`src/rtl/disk_attach_pkg.sv`:
```
`timescale 1ns/1ps
package disk_attach_pkg;
  localparam int WORD_W = 16;
  localparam int DEV_W  = 3;
  localparam int ID_W   = 4;
  localparam int CODE_W = 5;

  // register addresses
  localparam logic [2:0] A_STAT = 3'd0;
  localparam logic [2:0] A_CTRL = 3'd1;
  localparam logic [2:0] A_ATTN = 3'd2;
  localparam logic [2:0] A_ISR  = 3'd3;
  localparam logic [2:0] A_CMD  = 3'd4;
  localparam logic [2:0] A_STS  = 3'd5;

  // attention codes
  localparam logic [CODE_W-1:0] ATTN_CMD = 5'h01;
  localparam logic [CODE_W-1:0] ATTN_EOI = 5'h02;
  localparam logic [CODE_W-1:0] ATTN_RST = 5'h04;

  // interrupt IDs produced by the attachment itself
  localparam logic [ID_W-1:0] ID_RST_DONE = 4'hA;
  localparam logic [ID_W-1:0] ID_XFER_RDY = 4'hB;
  localparam logic [ID_W-1:0] ID_FAIL     = 4'hC;
  localparam logic [ID_W-1:0] ID_ATTN_ERR = 4'hF;

  typedef enum logic [1:0] {SQ_IDLE, SQ_COLLECT, SQ_EXEC, SQ_RAISE} seq_state_e;

  function automatic logic id_reserved(input logic [ID_W-1:0] id);
    return (id == 4'h0) || (id == 4'h2) || (id == 4'h4);
  endfunction
endpackage

```
`src/rtl/disk_cmd_collector.sv`:
```
`timescale 1ns/1ps
module disk_cmd_collector #(
  parameter int WORD_W      = 16,
  parameter int SHORT_WORDS = 2,
  parameter int LONG_WORDS  = 4,
  parameter int LEN_BIT     = 14,
  localparam int CNT_W      = $clog2(LONG_WORDS + 1),
  localparam int IDX_W      = $clog2(LONG_WORDS),
  localparam int BLOCK_W    = WORD_W * LONG_WORDS
) (
  input  logic               clk,
  input  logic               rst_n,
  input  logic               clr,
  input  logic               arm,
  input  logic               wr_en,
  input  logic [WORD_W-1:0]  wr_word,
  output logic               full,
  output logic               cmd_valid,
  input  logic               cmd_ready,
  output logic [BLOCK_W-1:0] cmd_block,
  output logic [CNT_W-1:0]   cmd_nwords
);
  logic [WORD_W-1:0] slot_q [LONG_WORDS];
  logic [WORD_W-1:0] hold_q;
  logic [CNT_W-1:0]  idx_q, need_q, need_now, idx_nxt;
  logic              open_q, full_q, valid_q;

  assign need_now = (idx_q == '0) ? (hold_q[LEN_BIT] ? CNT_W'(LONG_WORDS) : CNT_W'(SHORT_WORDS))
                                  : need_q;
  assign idx_nxt  = idx_q + 1'b1;

  always_ff @(posedge clk or negedge rst_n) begin
    if (!rst_n) begin
      open_q <= 1'b0; full_q <= 1'b0; valid_q <= 1'b0;
      hold_q <= '0; idx_q <= '0; need_q <= '0;
      for (int i = 0; i < LONG_WORDS; i++) slot_q[i] <= '0;
    end else if (clr) begin
      open_q <= 1'b0; full_q <= 1'b0; valid_q <= 1'b0;
      idx_q <= '0; need_q <= '0;
    end else begin
      if (arm) begin
        open_q <= 1'b1;
        idx_q  <= '0;
        for (int i = 0; i < LONG_WORDS; i++) slot_q[i] <= '0;
      end
      if (wr_en && open_q && !full_q) begin
        full_q <= 1'b1;
        hold_q <= wr_word;
      end
      if (full_q) begin
        full_q <= 1'b0;
        slot_q[idx_q[IDX_W-1:0]] <= hold_q;
        need_q <= need_now;
        if (idx_nxt == need_now) begin
          open_q  <= 1'b0;
          valid_q <= 1'b1;
        end else begin
          idx_q <= idx_nxt;
        end
      end
      if (valid_q && cmd_ready) valid_q <= 1'b0;
    end
  end

  for (genvar g = 0; g < LONG_WORDS; g++) begin : g_pack
    assign cmd_block[g*WORD_W +: WORD_W] = slot_q[g];
  end

  assign full       = full_q;
  assign cmd_valid  = valid_q;
  assign cmd_nwords = need_q;

  // a stalled command keeps its contents
  p_cmd_hold_r5: assert property (@(posedge clk) disable iff (!rst_n || clr)
    (cmd_valid && !cmd_ready) |=> (cmd_valid && $stable(cmd_block) && $stable(cmd_nwords)));

  // a taken word leaves the port free on the next clock
  p_word_taken_r4: assert property (@(posedge clk) disable iff (!rst_n || clr)
    full |=> !full);
endmodule

```
`src/rtl/disk_sts_presenter.sv`:
```
`timescale 1ns/1ps
module disk_sts_presenter #(
  parameter int WORD_W = 16,
  parameter int LEN_W  = 8
) (
  input  logic              clk,
  input  logic              rst_n,
  input  logic              clr,
  input  logic              load,
  input  logic [WORD_W-1:0] load_word,
  input  logic              pop,
  input  logic              rsp_valid,
  input  logic [WORD_W-1:0] rsp_word,
  output logic              rsp_ready,
  output logic              full,
  output logic [WORD_W-1:0] word,
  output logic              busy
);
  logic [LEN_W-1:0]  len, rem_q;
  logic [WORD_W-1:0] word_q;
  logic              full_q;

  assign len = load_word[WORD_W-1 -: LEN_W];
  assign rsp_ready = !full_q && (rem_q != '0);

  always_ff @(posedge clk or negedge rst_n) begin
    if (!rst_n) begin
      full_q <= 1'b0; rem_q <= '0; word_q <= '0;
    end else if (clr) begin
      full_q <= 1'b0; rem_q <= '0;
    end else begin
      if (pop && full_q) full_q <= 1'b0;
      if (load) begin
        word_q <= load_word;
        full_q <= 1'b1;
        rem_q  <= (len > LEN_W'(1)) ? len - 1'b1 : '0;
      end else if (rsp_valid && rsp_ready) begin
        word_q <= rsp_word;
        full_q <= 1'b1;
        rem_q  <= rem_q - 1'b1;
      end
    end
  end

  assign full = full_q;
  assign word = word_q;
  assign busy = full_q || (rem_q != '0);

  // a host read empties the status word
  p_pop_empties_r7: assert property (@(posedge clk) disable iff (!rst_n || clr)
    (pop && full && !load) |=> !full);
endmodule

```
`src/rtl/disk_attn_seq.sv`:
```
`timescale 1ns/1ps
module disk_attn_seq
  import disk_attach_pkg::*;
(
  input  logic            clk,
  input  logic            rst_n,
  input  logic            clr,
  input  logic            attn_wr,
  input  logic [7:0]      attn_data,
  input  logic            isr_rd,
  input  logic            dma_en,
  input  logic            pres_busy,
  input  logic            cmd_valid,
  input  logic            cmd_sent,
  input  logic            rsp_valid,
  input  logic [ID_W-1:0] rsp_id,
  output logic            rsp_ready,
  output logic            arm,
  output logic            load,
  output logic            busy,
  output logic            pending,
  output logic            in_prog,
  output logic [7:0]      isr_data
);
  seq_state_e        state_q;
  logic [DEV_W-1:0]  dev_q;
  logic [ID_W-1:0]   id_q, raise_id_q, mapped_id;
  logic              pending_q, eoi_wait_q, xfer_wait_q, gate, take;
  logic [CODE_W-1:0] code;

  assign code      = attn_data[CODE_W-1:0];
  assign gate      = !pending_q && !eoi_wait_q;
  assign rsp_ready = (state_q == SQ_EXEC) && gate && !pres_busy && (!xfer_wait_q || dma_en);
  assign take      = rsp_valid && rsp_ready;
  assign mapped_id = id_reserved(rsp_id) ? ID_FAIL : rsp_id;
  assign load      = take && (mapped_id != ID_XFER_RDY);
  assign arm       = attn_wr && (state_q == SQ_IDLE) && (code == ATTN_CMD);

  always_ff @(posedge clk or negedge rst_n) begin
    if (!rst_n) begin
      state_q <= SQ_IDLE; dev_q <= '0; id_q <= '0; raise_id_q <= '0;
      pending_q <= 1'b0; eoi_wait_q <= 1'b0; xfer_wait_q <= 1'b0;
    end else if (clr) begin
      state_q <= SQ_IDLE; dev_q <= '0; id_q <= '0;
      pending_q <= 1'b0; eoi_wait_q <= 1'b0; xfer_wait_q <= 1'b0;
    end else begin
      if (isr_rd && pending_q) pending_q <= 1'b0;
      if (attn_wr && code == ATTN_EOI) eoi_wait_q <= 1'b0;
      unique case (state_q)
        SQ_IDLE: if (attn_wr && code != ATTN_EOI) begin
          dev_q <= attn_data[7:5];
          if (code == ATTN_CMD) state_q <= SQ_COLLECT;
          else begin
            raise_id_q <= (code == ATTN_RST) ? ID_RST_DONE : ID_ATTN_ERR;
            state_q    <= SQ_RAISE;
          end
        end
        SQ_COLLECT: if (cmd_sent) state_q <= SQ_EXEC;
        SQ_EXEC: if (take) begin
          pending_q <= 1'b1;
          id_q      <= mapped_id;
          if (mapped_id == ID_XFER_RDY) xfer_wait_q <= 1'b1;
          else begin
            xfer_wait_q <= 1'b0;
            eoi_wait_q  <= 1'b1;
            state_q     <= SQ_IDLE;
          end
        end
        SQ_RAISE: if (gate) begin
          pending_q  <= 1'b1;
          id_q       <= raise_id_q;
          eoi_wait_q <= (raise_id_q != ID_ATTN_ERR);
          state_q    <= SQ_IDLE;
        end
        default: state_q <= SQ_IDLE;
      endcase
    end
  end

  assign busy     = (state_q != SQ_IDLE);
  assign pending  = pending_q;
  assign in_prog  = (state_q == SQ_EXEC) || ((state_q == SQ_COLLECT) && cmd_valid);
  assign isr_data = {dev_q, 1'b0, id_q};

  // a raised interrupt never carries a reserved ID
  p_no_reserved_id_r12: assert property (@(posedge clk) disable iff (!rst_n || clr)
    pending |-> !id_reserved(isr_data[ID_W-1:0]));

  // no interrupt rises while an end of interrupt is owed
  p_eoi_gate_r8: assert property (@(posedge clk) disable iff (!rst_n || clr)
    $rose(pending) |-> !$past(eoi_wait_q));

  // busy only drops together with a raised interrupt
  p_busy_until_irq_r2: assert property (@(posedge clk) disable iff (!rst_n || clr)
    ($fell(busy) && !$past(clr)) |-> pending);
endmodule

```
`src/rtl/disk_attach_regs.sv`:
```
`timescale 1ns/1ps
module disk_attach_regs
  import disk_attach_pkg::*;
#(
  parameter int SHORT_WORDS = 2,
  parameter int LONG_WORDS  = 4,
  parameter int LEN_W       = 8
) (
  input  logic        clk,
  input  logic        rst_n,
  input  logic [2:0]  reg_addr,
  input  logic        reg_wr,
  input  logic        reg_rd,
  input  logic [15:0] reg_wdata,
  output logic [15:0] reg_rdata,
  output logic        irq,
  output logic        dma_en,
  output logic        cmd_valid,
  input  logic        cmd_ready,
  output logic [4:0]  cmd_code,
  output logic [2:0]  cmd_dev,
  output logic [2:0]  cmd_nwords,
  output logic [63:0] cmd_block,
  input  logic        rsp_valid,
  output logic        rsp_ready,
  input  logic [3:0]  rsp_id,
  input  logic [15:0] rsp_word
);
  logic        clr, ctrl_wr, attn_wr, cmd_wr, isr_rd, sts_pop;
  logic        ien_q, dma_q;
  logic        cmd_full, cmd_sent, arm, load;
  logic        busy, pending, in_prog, sts_full, pres_busy;
  logic        seq_ready, pres_ready;
  logic [7:0]  isr_data;
  logic [15:0] sts_word;
  logic        wdata_unused;

  assign ctrl_wr = reg_wr && (reg_addr == A_CTRL);
  assign clr     = ctrl_wr && reg_wdata[7];
  assign attn_wr = reg_wr && (reg_addr == A_ATTN);
  assign cmd_wr  = reg_wr && (reg_addr == A_CMD);
  assign isr_rd  = reg_rd && (reg_addr == A_ISR);
  assign sts_pop = reg_rd && (reg_addr == A_STS);
  assign wdata_unused = ^{reg_wdata[15:8], reg_wdata[6:2]};

  always_ff @(posedge clk or negedge rst_n) begin
    if (!rst_n) begin
      ien_q <= 1'b0; dma_q <= 1'b0;
    end else if (clr) begin
      ien_q <= 1'b0; dma_q <= 1'b0;
    end else if (ctrl_wr) begin
      ien_q <= reg_wdata[0];
      dma_q <= reg_wdata[1];
    end
  end

  disk_cmd_collector #(
    .WORD_W(WORD_W), .SHORT_WORDS(SHORT_WORDS), .LONG_WORDS(LONG_WORDS), .LEN_BIT(14)
  ) u_collect (
    .clk(clk), .rst_n(rst_n), .clr(clr), .arm(arm), .wr_en(cmd_wr), .wr_word(reg_wdata),
    .full(cmd_full), .cmd_valid(cmd_valid), .cmd_ready(cmd_ready),
    .cmd_block(cmd_block), .cmd_nwords(cmd_nwords)
  );

  assign cmd_sent = cmd_valid && cmd_ready;
  assign cmd_code = cmd_block[4:0];
  assign cmd_dev  = cmd_block[7:5];

  disk_attn_seq u_seq (
    .clk(clk), .rst_n(rst_n), .clr(clr), .attn_wr(attn_wr), .attn_data(reg_wdata[7:0]),
    .isr_rd(isr_rd), .dma_en(dma_q), .pres_busy(pres_busy), .cmd_valid(cmd_valid),
    .cmd_sent(cmd_sent), .rsp_valid(rsp_valid), .rsp_id(rsp_id), .rsp_ready(seq_ready),
    .arm(arm), .load(load), .busy(busy), .pending(pending), .in_prog(in_prog),
    .isr_data(isr_data)
  );

  disk_sts_presenter #(.WORD_W(WORD_W), .LEN_W(LEN_W)) u_sts (
    .clk(clk), .rst_n(rst_n), .clr(clr), .load(load), .load_word(rsp_word), .pop(sts_pop),
    .rsp_valid(rsp_valid), .rsp_word(rsp_word), .rsp_ready(pres_ready),
    .full(sts_full), .word(sts_word), .busy(pres_busy)
  );

  assign rsp_ready = seq_ready || pres_ready;
  assign irq       = pending && ien_q;
  assign dma_en    = dma_q;

  always_comb begin
    unique case (reg_addr)
      A_STAT:  reg_rdata = {11'd0, sts_full, cmd_full, in_prog, pending, busy};
      A_CTRL:  reg_rdata = {14'd0, dma_q, ien_q};
      A_ISR:   reg_rdata = {8'd0, isr_data};
      A_STS:   reg_rdata = sts_word;
      default: reg_rdata = 16'd0;
    endcase
  end

  // only one side of the block owns the response stream at a time
  p_rsp_owner_r7: assert property (@(posedge clk) disable iff (!rst_n)
    !(seq_ready && pres_ready));

  // an interrupt ID read drops the request line
  p_isr_read_clears_r6: assert property (@(posedge clk) disable iff (!rst_n || clr)
    (isr_rd && pending) |=> !irq);
endmodule

```
`config.mk`:
```
export PLATFORM = sky130hd
export DESIGN_NAME = disk_attach_regs
export DESIGN_NICKNAME = d
export VERILOG_FILES = /design/src/rtl/disk_attach_pkg.sv /design/src/rtl/disk_cmd_collector.sv /design/src/rtl/disk_sts_presenter.sv /design/src/rtl/disk_attn_seq.sv /design/src/rtl/disk_attach_regs.sv
export SDC_FILE = /design/constraint.sdc
export NUM_CORES = 1
export LEC_CHECK = 0
export BUFFER_PORTS_ARGS = -buffer_cell sky130_fd_sc_hd__buf_2
export CAP_MARGIN = 20
export CORE_ASPECT_RATIO = 1.5
export CORE_MARGIN = 5
export CORE_UTILIZATION = 55
export CTS_CLUSTER_DIAMETER = 50
export DETAILED_ROUTE_END_ITERATION = 8
export PLACE_DENSITY_LB_ADDON = 0.25
export SETUP_SLACK_MARGIN = 0.2
export SLEW_MARGIN = 30
export SYNTH_ARGS = -nofsm -noshare
export SYNTH_HDL_FRONTEND = slang
export SYNTH_HIERARCHICAL = 1
export SYNTH_SLANG_ARGS = --single-unit
```
`constraint.sdc`:
```
create_clock -name clk -period 5.4 [get_ports clk]
set_input_delay 1.08 -clock clk [delete_from_list [all_inputs] [get_ports clk]]
set_output_delay 1.08 -clock clk [all_outputs]
set_load 0.005 [all_outputs]
```
# [Yosys cells after proc, flatten, opt, wreduce, memory -nomap -nowiden]
# Cells that the tools add are included.
[totals] register_bits=132 input_bits=45 elab_cells=190
[classes] n_addsub=3 magnitude_cmp=3 eq_ne=23 muxes=72 n_bitwise=3 n_reduce_logical=64
[ops] op="two-way mux 64 bit" n=3
[ops] op="bitwise mux 64 bit" n=1
[ops] op="one-hot mux 16 bit (4 select lines)" n=1
[ops] op="two-way mux 16 bit" n=3
[ops] op="two-way mux 3 bit" n=12
[ops] op="demux 16 bit (select 2 bit)" n=1
[ops] op="two-way mux 1 bit" n=32
[ops] op="two-way mux 8 bit" n=4
[ops] op="logical AND 1 bit" n=26
[ops] op="two-way mux 4 bit" n=4
[ops] op="nonzero test 2 bit" n=8
[ops] op="subtractor 8 x 1 -> 8 bit, second input constant" n=2
[ops] op="two-way mux 2 bit" n=7
[ops] op="nonzero test 3 bit" n=4
[ops] op="AND reduction 2 bit" n=5
[ops] op="inequality test 3 bit, second input constant" n=3
[ops] op="> comparator 8 x 1 -> 1 bit, second input constant" n=1
[ops] op="inequality test 4 bit, second input constant" n=2
[ops] op="one-hot mux 2 bit (4 select lines)" n=1
[ops] op="one-hot mux 4 bit (2 select lines)" n=1
[ops] op="nonzero test 8 bit" n=1
[ops] op="equality test 3 x 2 -> 1 bit, second input constant" n=2
[ops] op="equality test 3 bit, second input constant" n=2
[ops] op="zero test 1 bit" n=6
[ops] op="other kinds (26)" n=36

# [Depth between registers and ports, before layout]
# Gate-level depths: netlist (run 1).
[depth] ltp_word=9 depth_mapped=13

# [Hierarchy]
# Netlist (run 1), hierarchy kept.
[modules_own_cells] module="disk_cmd_collector" n_inst=1 cells_each=251 area_per_inst_um2=3519.6 seq_area_each_um2=2227.1
[modules_own_cells] module="disk_sts_presenter" n_inst=1 cells_each=138 area_per_inst_um2=1589.0 seq_area_each_um2=625.6
[modules_own_cells] module="disk_attn_seq" n_inst=1 cells_each=95 area_per_inst_um2=863.3 seq_area_each_um2=350.3
[modules_own_cells] module="disk_attach_regs" n_inst=1 cells_each=65 area_per_inst_um2=525.5 seq_area_each_um2=50.0

# [Worst setup path after synthesis (run 1)]
# Ideal clock, no wire load.
[synth_path] path_type="reg-to-reg" startpoint="register u_sts.rem_q[4]" endpoint="register u_sts.word_q[0] (netlist: u_sts/word[0])" setup_ns=0.125 arrival_time_ns=3.763 path_slack_ns=1.512 stages_incl_launch_ff=13 n_path_buf=1 cell_sequence="dfrtp_1 -> or4_4 -> or4b_4 -> nand2b_1 -> nand2b_1 -> or4_4 -> or2_4 -> inv_1 -> nor2_1 -> or2_2 -> nor2_4 -> buf_6 -> mux2_4"
[synth_via] elab_chain_cells=9 elab_cells_between_ends=12 cone_classes="mux (1); reduce/logical (11)"
[synth_rtl] element="start, declared" line="disk_sts_presenter.sv:19" source="logic [LEN_W-1:0] len, rem_q;"
[synth_rtl] element="start signal, assigned" line="disk_sts_presenter.sv:36" source="rem_q <= (len > LEN_W'(1)) ? len - 1'b1 : '0;"
[synth_rtl] element="start signal, assigned" line="disk_sts_presenter.sv:40" source="rem_q <= rem_q - 1'b1;"
[synth_rtl] element="nonzero test 8 bit (*)" line="disk_sts_presenter.sv:47" source="assign busy = full_q || (rem_q != '0);"
[synth_rtl] element="logical OR 1 bit (*)" line="disk_sts_presenter.sv:47"
[synth_rtl] element="net pres_busy" line="disk_attach_regs.sv:32" source="logic busy, pending, in_prog, sts_full, pres_busy;"
[synth_rtl] element="zero test 1 bit (*)" line="disk_attn_seq.sv:33" source="assign rsp_ready = (state_q == SQ_EXEC) && gate && !pres_busy && (!xfer_wait_q || dma_en);"
[synth_rtl] element="logical AND 1 bit (*) (2 in a row)" line="disk_attn_seq.sv:33"
[synth_rtl] element="logical AND 1 bit (*)" line="disk_attn_seq.sv:34" source="assign take = rsp_valid && rsp_ready;"
[synth_rtl] element="logical AND 1 bit (*)" line="disk_attn_seq.sv:36" source="assign load = take && (mapped_id != ID_XFER_RDY);"
[synth_rtl] element="net load" line="disk_attach_regs.sv:31" source="logic cmd_full, cmd_sent, arm, load;"
[synth_rtl] element="nonzero test 2 bit (no line)"
[synth_rtl] element="AND reduction 2 bit (no line)"
[synth_rtl] element="end signal, assigned" line="disk_sts_presenter.sv:34" source="word_q <= load_word;"
[synth_rtl] element="end signal, assigned" line="disk_sts_presenter.sv:38" source="word_q <= rsp_word;"
[synth_rtl] element="end, declared" line="disk_sts_presenter.sv:20" source="logic [WORD_W-1:0] word_q;"
# The timed path passes the listed nets; every way through them passes the cells marked *.
# A chain may end at the register's enable or synchronous reset.

# [Worst setup path in the final report (run 1)]
[layout_path] startpoint="register u_sts.rem_q[4]" endpoint="register u_sts.word_q[3] (netlist: u_sts/word[3])"
# The elaborated chain is that of the path after synthesis.

==> results.yml, run 1 <==
power_and_ir_drop:
  power_uw: 2990
  power.density_nw_per_um2: 384
  leakage_uw: 0.00392
  vdd_ir_drop_max_mv: 0.263
placed_design:
  gp_congestion: 0.886
  dpl.hpwl_mm: 11.7
  port_buffers: 139
  placed_cells: 806
routing:
  ant_nets: 0
  vias_per_cell: 5.93
  firstDrtPassIters: 4
  avgRoutedWirePerCell_um: 19.9
  drt_iter0_drc: 217
  wirelength_mm: 16.6
  drc_errors: 0
  vias: 4972
critical_path:
  cpMaxStageDelayCell: "or4_4"
  critPathMaxStageDelay_ns: 0.56
  path_class: "reg -> reg"
  start_kind: "register"
  arrival_ns: 4.48
  crit_path_end_kind: "register"
  worst-path-max-fanout: 30
  r2r_start: "u_sts/rem_q[4]"
  r2r_cells: 11
  cp.required_ns: 5.69
  rr_endpoint: "u_sts/word[3]"
  path_cells: "or4_4 > or4b_4 > nand2b_1 > nand2b_1 > or4_4 > or2_4 > inv_1 > buf_4 > nor2_8 > nor2_4 > mux2_2"
  reg2reg_slack_ns: 1.21
floorplanning:
  die_h_um: 143
  dieArea_um2: 14100
  die_w_um: 98.7
  row_count: 48
  initial_core_util_pct: 56.3
  core_area_um2: 11500
  io-pin-count: 140
hold_path:
  worst_hold_path.num_cells: 1
  hold_end: "u_collect/cmd_block[47]"
  hp-class: "reg -> reg"
  hp-start: "u_collect/cmd_block[47]"
synth:
  synth_cells: 549
  yosysTopAreaCell: "dfrtp_1"
  synth_edf_count: 0
  yosys.cell_types.count: 72
  ys_top_cells_by_area: "dfrtp_1 50%, a22o_1 9.3%, mux2_2 5.2%, mux2_4 2.3%, mux2i_1 2.2%"
  synth_top_area_share_pct: 50.1
  synth_nets: 602
  synth_area_um2: 6500
  avgSynthCellArea_um2: 11.8
  yosys_warnings: 6
  synth_seq_area_share_pct: 50.1
  synthArstFlopShare_pct: 100
  ys_ff_latch: 130
  ys.flop_type: "dfrtp_1"
final_layout:
  final_cell_count_no_fill: 838
  n_antenna_cell: 0
  final_layout_size_suffix_gt1_share_pct: 35.6
  fin_nets: 728
  area_growth_syn_to_layout_pct: 19.8
  final_core_utilization_pct: 67.5
  fillerInstances: 891
  final_cell_mix: "138 x buf_2, 130 x dfrtp_1, 69 x a22o_1, 30 x mux2_2, 25 x nor2_1"
  layout_commonest_cell: "buf_2"
clock_tree:
  clk_latency_ns: 0.42
  cts_tree: "built"
  cts_inserted_buffers: 17
  cts-root-buf: "clkbuf_16"
  cts_hold_buffers: 0
  clockBufferDepth: 2
  clkTransAtPathRegs_ns: 0.07
  post_cts_buffers: 0
  htree_levels: 4
  cts.sinks: 130
  ctsResizeCount: 0
sta:
  worst_slew_pin_slew_ns: 0.959
  drv_slew: 0
  hold_viol_final: 0
  finalSetupViolCount: 0
  skew_ns: 0.0106
  setup_tns_ns: 0
  max-slew-margin-rel_pct: 35.9
  rsz0062_at_grt: "false"
  hold_slack_ns: 0.498
  period_needed_ns: 4.19
  period_share_pct: 77.6
  fmaxAchievable_ghz: 0.239
run_status:
  status: "finished clean"
global_route:
  grt_pass1_wl_mm: 27.5
  grtUsageTotal_pct: 24.4
  grt_pass1_vias: 5352
  grt_max_degree: 74
  antenna_found_initial: 0
  grt_overflow: 0
run:
  cap_violations: 0
==> synthesized netlist by cell type, drive strengths merged, types with 2 or more instances <==
cell	instances
o211ai	7
xnor2	7
and2	16
buf	25
a21oi	18
mux2i	14
a22o	69
o31a	2
or3b	2
clkbuf	14
o22ai	3
mux2	50
nor3b	3
nor2	28
a221o	3
nor4	5
or4	2
a211oi	3
nand2	22
nand3b	6
nand3	3
o21ai	9
dfrtp	130
nor4b	4
inv	17
xor2	8
or4b	2
nand4	3
nor2b	6
or3	6
and3b	2
a21boi	3
or2	12
nand2b	9
nand4b	5
nor3	5
ha	8
o2111ai	2
==> worst max-delay path by stage <==
stage | start | end | slack [ns]
2_1_floorplan | u_sts/rem_q[4] | u_sts/word[0] | 1.51
3_3_place_gp | u_sts/rem_q[4] | u_sts/word[5] | 1.36
3_5_place_dp | u_sts/rem_q[4] | u_sts/word[6] | 1.25
4_1_cts | u_sts/rem_q[4] | u_sts/word[3] | 1.25
5_1_grt | u_sts/rem_q[4] | u_sts/word[3] | 1.05
6_report | u_sts/rem_q[4] | u_sts/word[3] | 1.21
==> final cells by class <==
class                   count  area [um^2]  share of cell area, %
clock inverters            15          153                   1.96
repair buffers            146          754                   9.69
inverters                  17         63.8                  0.820
multi-input cells         363         2950                   37.9
clock buffers              17          425                   5.46
flip-flops and latches    130         3250                   41.8
well taps                 150          188                   2.41
==> metal layers <==
layer  global-route usage, %  routed length, um
met2                    42.5               8810
met4                    9.42                430
met5                       0                  0
met1                    28.1               6370
met3                    7.53               1020
==> worst max-delay path, delay by kind of cell (launching register included) <==
| family | cells | cell delay [ns] |
|---|---|---|
| muxes | 1 | 0.41 |
| and+or+nand+nor | 8 | 2.79 |
| DFF | 1 | 0.42 |
| buffers and inverters | 2 | 0.44 |
==> cell families (layout without fill, tap and decap cells) <==
group | count (synthesis) | in the layout | share of synthesized area [%]
simple gates | 146 | 146 | 14.0
flops | 130 | 130 | 50.1
compound gates | 129 | 129 | 15.9
mux | 64 | 64 | 11.4
buf+inv | 56 | 195 | 4.58
xor+xnor | 15 | 15 | 2.43
fa+ha+maj | 8 | 8 | 1.54
other cells | 1 | 1 | 0.0577
==> metrics by stage <==
step,instance area (um^2),setup slack (ns)
2_1_floorplan,6500,1.51
3_3_place_gp,7200,1.36
3_5_place_dp,7200,1.25
4_1_cts,7780,1.25
5_1_grt,7790,1.05
6_report,7790,1.21
==> flip-flops by register name, summed over array words and instances (netlist names), 3 cells and up <==
signal                flops
u_collect/hold_q         16
u_seq/id_q                4
u_collect/cmd_block      64
u_seq/dev_q               3
u_sts/word               16
u_collect/cmd_nwords      3
u_sts/rem_q               8
u_collect/idx_q           3
==> where the power goes <==
part | switching, uW | leakage, uW | total [uW] | internal, uW
clock | 503 | 0.000290 | 1120 | 621
sequential | 143 | 0.00174 | 1260 | 1120
combinational | 286 | 0.00189 | 603 | 317
Power figures use the tool's default switching activity.
==> inputs of run 2 (changes only) <==
--- a/config.mk
+++ b/config.mk
@@ -5,6 +5,7 @@
 export SDC_FILE = /design/constraint.sdc
 export NUM_CORES = 1
 export LEC_CHECK = 0
+export ABC_AREA = 1
 export BUFFER_PORTS_ARGS = -buffer_cell sky130_fd_sc_hd__buf_2
 export CAP_MARGIN = 20
 export CORE_ASPECT_RATIO = 1.5
==> constraint.sdc (replaced) <==
create_clock -name clk -period 4 [get_ports clk]
set_input_delay 0.8 -clock clk [delete_from_list [all_inputs] [get_ports clk]]
set_output_delay 0.8 -clock clk [all_outputs]
set_load 0.005 [all_outputs]
==> results.yml, run 2 <==
routing:
  drc_errors: 0
  firstDrtPassIters: 5
  ant_nets: 0
  wl_met3_mm: 1.29
  wl_met2_mm: 8.78
  routedLengthMet1_mm: 6.98
  avgRoutedWirePerCell_um: 15.2
  routed.top_layer: "met5"
  wirelength_mm: 17.4
  vias_per_cell: 5.21
  drt_iter0_drc: 272
  vias: 5945
placed_design:
  dpl.hpwl_mm: 12.5
  gp_congestion: 0.884
  port_buffers: 139
  place_area_um2: 7370
global_route:
  grt_overflow: 0
  grt_pass1_wl_mm: 28.5
  antenna_found_initial: 1
  grt_max_degree: 45
  grtUsageTotal_pct: 24.4
  grt_pass1_vias: 5832
clock_tree:
  clk_latency_ns: 0.41
  cts.sinks: 130
  clkTransAtPathRegs_ns: 0.06
  ctsResizeCount: 0
  post_cts_buffers: 0
  cts_tree: "built"
  cts-root-buf: "clkbuf_16"
  cts_hold_buffers: 0
  htree_levels: 4
  clockBufferDepth: 2
  cts_inserted_buffers: 17
synth:
  synth_nets: 898
  synthArstFlopShare_pct: 100
  yosys_warnings: 6
  synth_cells: 845
  yosys.cell_types.count: 42
  ys.flop_type: "dfrtp_1"
  ys_ff_latch: 130
  synth_common_cells: "257 x nand2_1, 131 x inv_1, 130 x dfrtp_1"
  synth_fa_ha_area_share_pct: 1.50
  avgSynthCellArea_um2: 7.90
  synth_top_area_share_pct: 48.7
  synth-simple-area-share_pct: 26.9
  muxShareOfSynthArea_pct: 0
  yosysTopAreaCell: "dfrtp_1"
  synth_seq_area_share_pct: 48.7
  synthXorXnorAreaFrac_pct: 0.262
  synth_top_family_by_area: "simple AND/OR/NAND/NOR gates"
  synth_edf_count: 0
  synth_area_um2: 6680
  yosysMostFrequentCell: "nand2_1"
  synth_compound_area_share_pct: 10.7
  ys_top_cells_by_area: "dfrtp_1 49%, nand2_1 14%, inv_1 7.4%, o22ai_1 6.4%, nor2_1 3.5%"
critical_path:
  cpMaxStageDelayCell: "nor4_1"
  cp_num_cells: 10
  path_class: "reg -> out"
  critical-path-top-delay-family: "simple AND/OR/NAND/NOR gates"
  path_cells: "inv_1 > ha_1 > inv_1 > nor2_2 > nand2_2 > inv_1 > nand2_1 > nor4_1 > or2_2 > buf_2"
  cp.required_ns: 3.20
  r2r_cells: 14
  arrival_ns: 2.27
  crit_buf_inv: 4
  worst_path_most_repeated_cell: "inv_1"
  worst-path-max-fanout: 5
  crit_path_end_kind: "primary output"
  critPathMaxStageDelay_ns: 0.44
  start_kind: "register"
final_layout:
  fillerInstances: 1059
  final_cell_mix: "257 x nand2_1, 138 x buf_2, 131 x inv_1, 130 x dfrtp_1, 68 x o22ai_1"
  largest_reg_flops: 64
  layout_commonest_cell: "nand2_1"
  design_area_um2: 7990
  fin_nets: 1028
  n_antenna_cell: 0
  area_growth_syn_to_layout_pct: 19.6
  final_layout_size_suffix_gt1_share_pct: 22.9
power_and_ir_drop:
  clock_power_share_pct: 38.3
  combPwrFrac_pct: 22.3
  power.density_nw_per_um2: 526
  vdd_ir_drop_max_mv: 0.306
  p_sw_uw: 1350
  power.share.switching_pct: 32.1
  power_frac_seq_pct: 39.4
  intPower_uw: 2850
  leakage_uw: 0.00442
hold_path:
  hp-class: "in -> async"
floorplanning:
  initial_core_util_pct: 55.9
  dieArea_um2: 14500
  io-pin-count: 140
  row_count: 49
  die_w_um: 100
  die_h_um: 145
  core_area_um2: 12000
sta:
  period_share_pct: 76.7
  setup_tns_ns: 0
  fmaxAchievable_ghz: 0.326
  rsz0062_at_grt: "false"
  hold_viol_final: 0
  worst_slew_pin_slew_ns: 0.803
  finalSetupViolCount: 0
  skew_ns: 0.0129
  drv_slew: 0
  period_needed_ns: 3.07
  max-slew-margin-rel_pct: 46.5
run:
  cap_violations: 0
run_status:
  status: "finished clean"
==> run 2: changes by cell type after synthesis, moves of 11 or more <==
cell / change
nor2_1: +37
and2_1: -16
mux2i_1: -14
nand3_1: +38
o22ai_1: +65
nand2_2: +11
nand2_1: +235
nand4_1: +13
inv_1: +116
a22o_1: -69
mux2_2: -30
o21ai_0: +12
==> run 2: worst paths after layout <==
| check | end | start | slack [ns] |
|---|---|---|---|
| max | rsp_ready | u_sts/rem_q[0] | 0.93 |
| min | u_collect/cmd_block[63] | rst_n | 0.39 |
| max reg2reg | u_sts/rem_q[2] | u_sts/rem_q[0] | 1.16 |
| min reg2reg | u_sts/word[7] | u_sts/word[7] | 0.48 |
| max in group asynchronous | u_collect/hold_q[6] | rst_n | 2.77 |
| min in group clk | u_sts/word[7] | u_sts/word[7] | 0.48 |
==> run 2: power by group through the flow <==
stage / combinational, uW / sequential (uW) / clock, uW
after CTS: 942 / 1650 / 1630
after global routing: 1080 / 1680 / 1690
after global placement: 918 / 1670 / 0
after floorplan: 713 / 1630 / 0
final: 938 / 1660 / 1610
after detailed placement: 935 / 1670 / 0
==> run 2: kinds of logic after synthesis <==
family          count (synthesis)
flops                         130
compound gates                113
xor+xnor                        2
fa+ha+maj                       8
simple gates                  413
other cells                     1
buf+inv                       178
==> run 2: stage by stage <==
step           worst slack [ns]  hold slack (ns)  utilization (%)  power [uW]  cells
6_report                  0.933            0.388             66.8        4200   1141
5_1_grt                   0.848            0.433             66.8        4450   1141
4_1_cts                    1.03            0.396             66.8        4230   1141
3_5_place_dp              0.863            0.466             61.7        2600   1109
3_3_place_gp              0.944            0.462             61.7        2590   1109
2_1_floorplan             0.876            0.427                -        2350    845
==> run 2: cell type report <==
| class | instances | area [um^2] | share of cell area [%] |
|---|---|---|---|
| Tap cell | 153 | 191 | 2.40 |
| Inverter | 144 | 548 | 6.86 |
| Clock buffer | 17 | 425 | 5.32 |
| Sequential cell | 130 | 3250 | 40.7 |
| Clock inverter | 15 | 194 | 2.43 |
| Timing Repair Buffer | 145 | 743 | 9.30 |
| Multi-Input combinational cell | 537 | 2640 | 33.0 |
==> run 2: layer usage <==
metal | global-route usage (%) | up-vias
met5 | 0 | -
met4 | 7.82 | 2
met3 | 5.43 | 24
met2 | 42.3 | 226
met1 | 30.1 | 2765
li1 | - | 2928
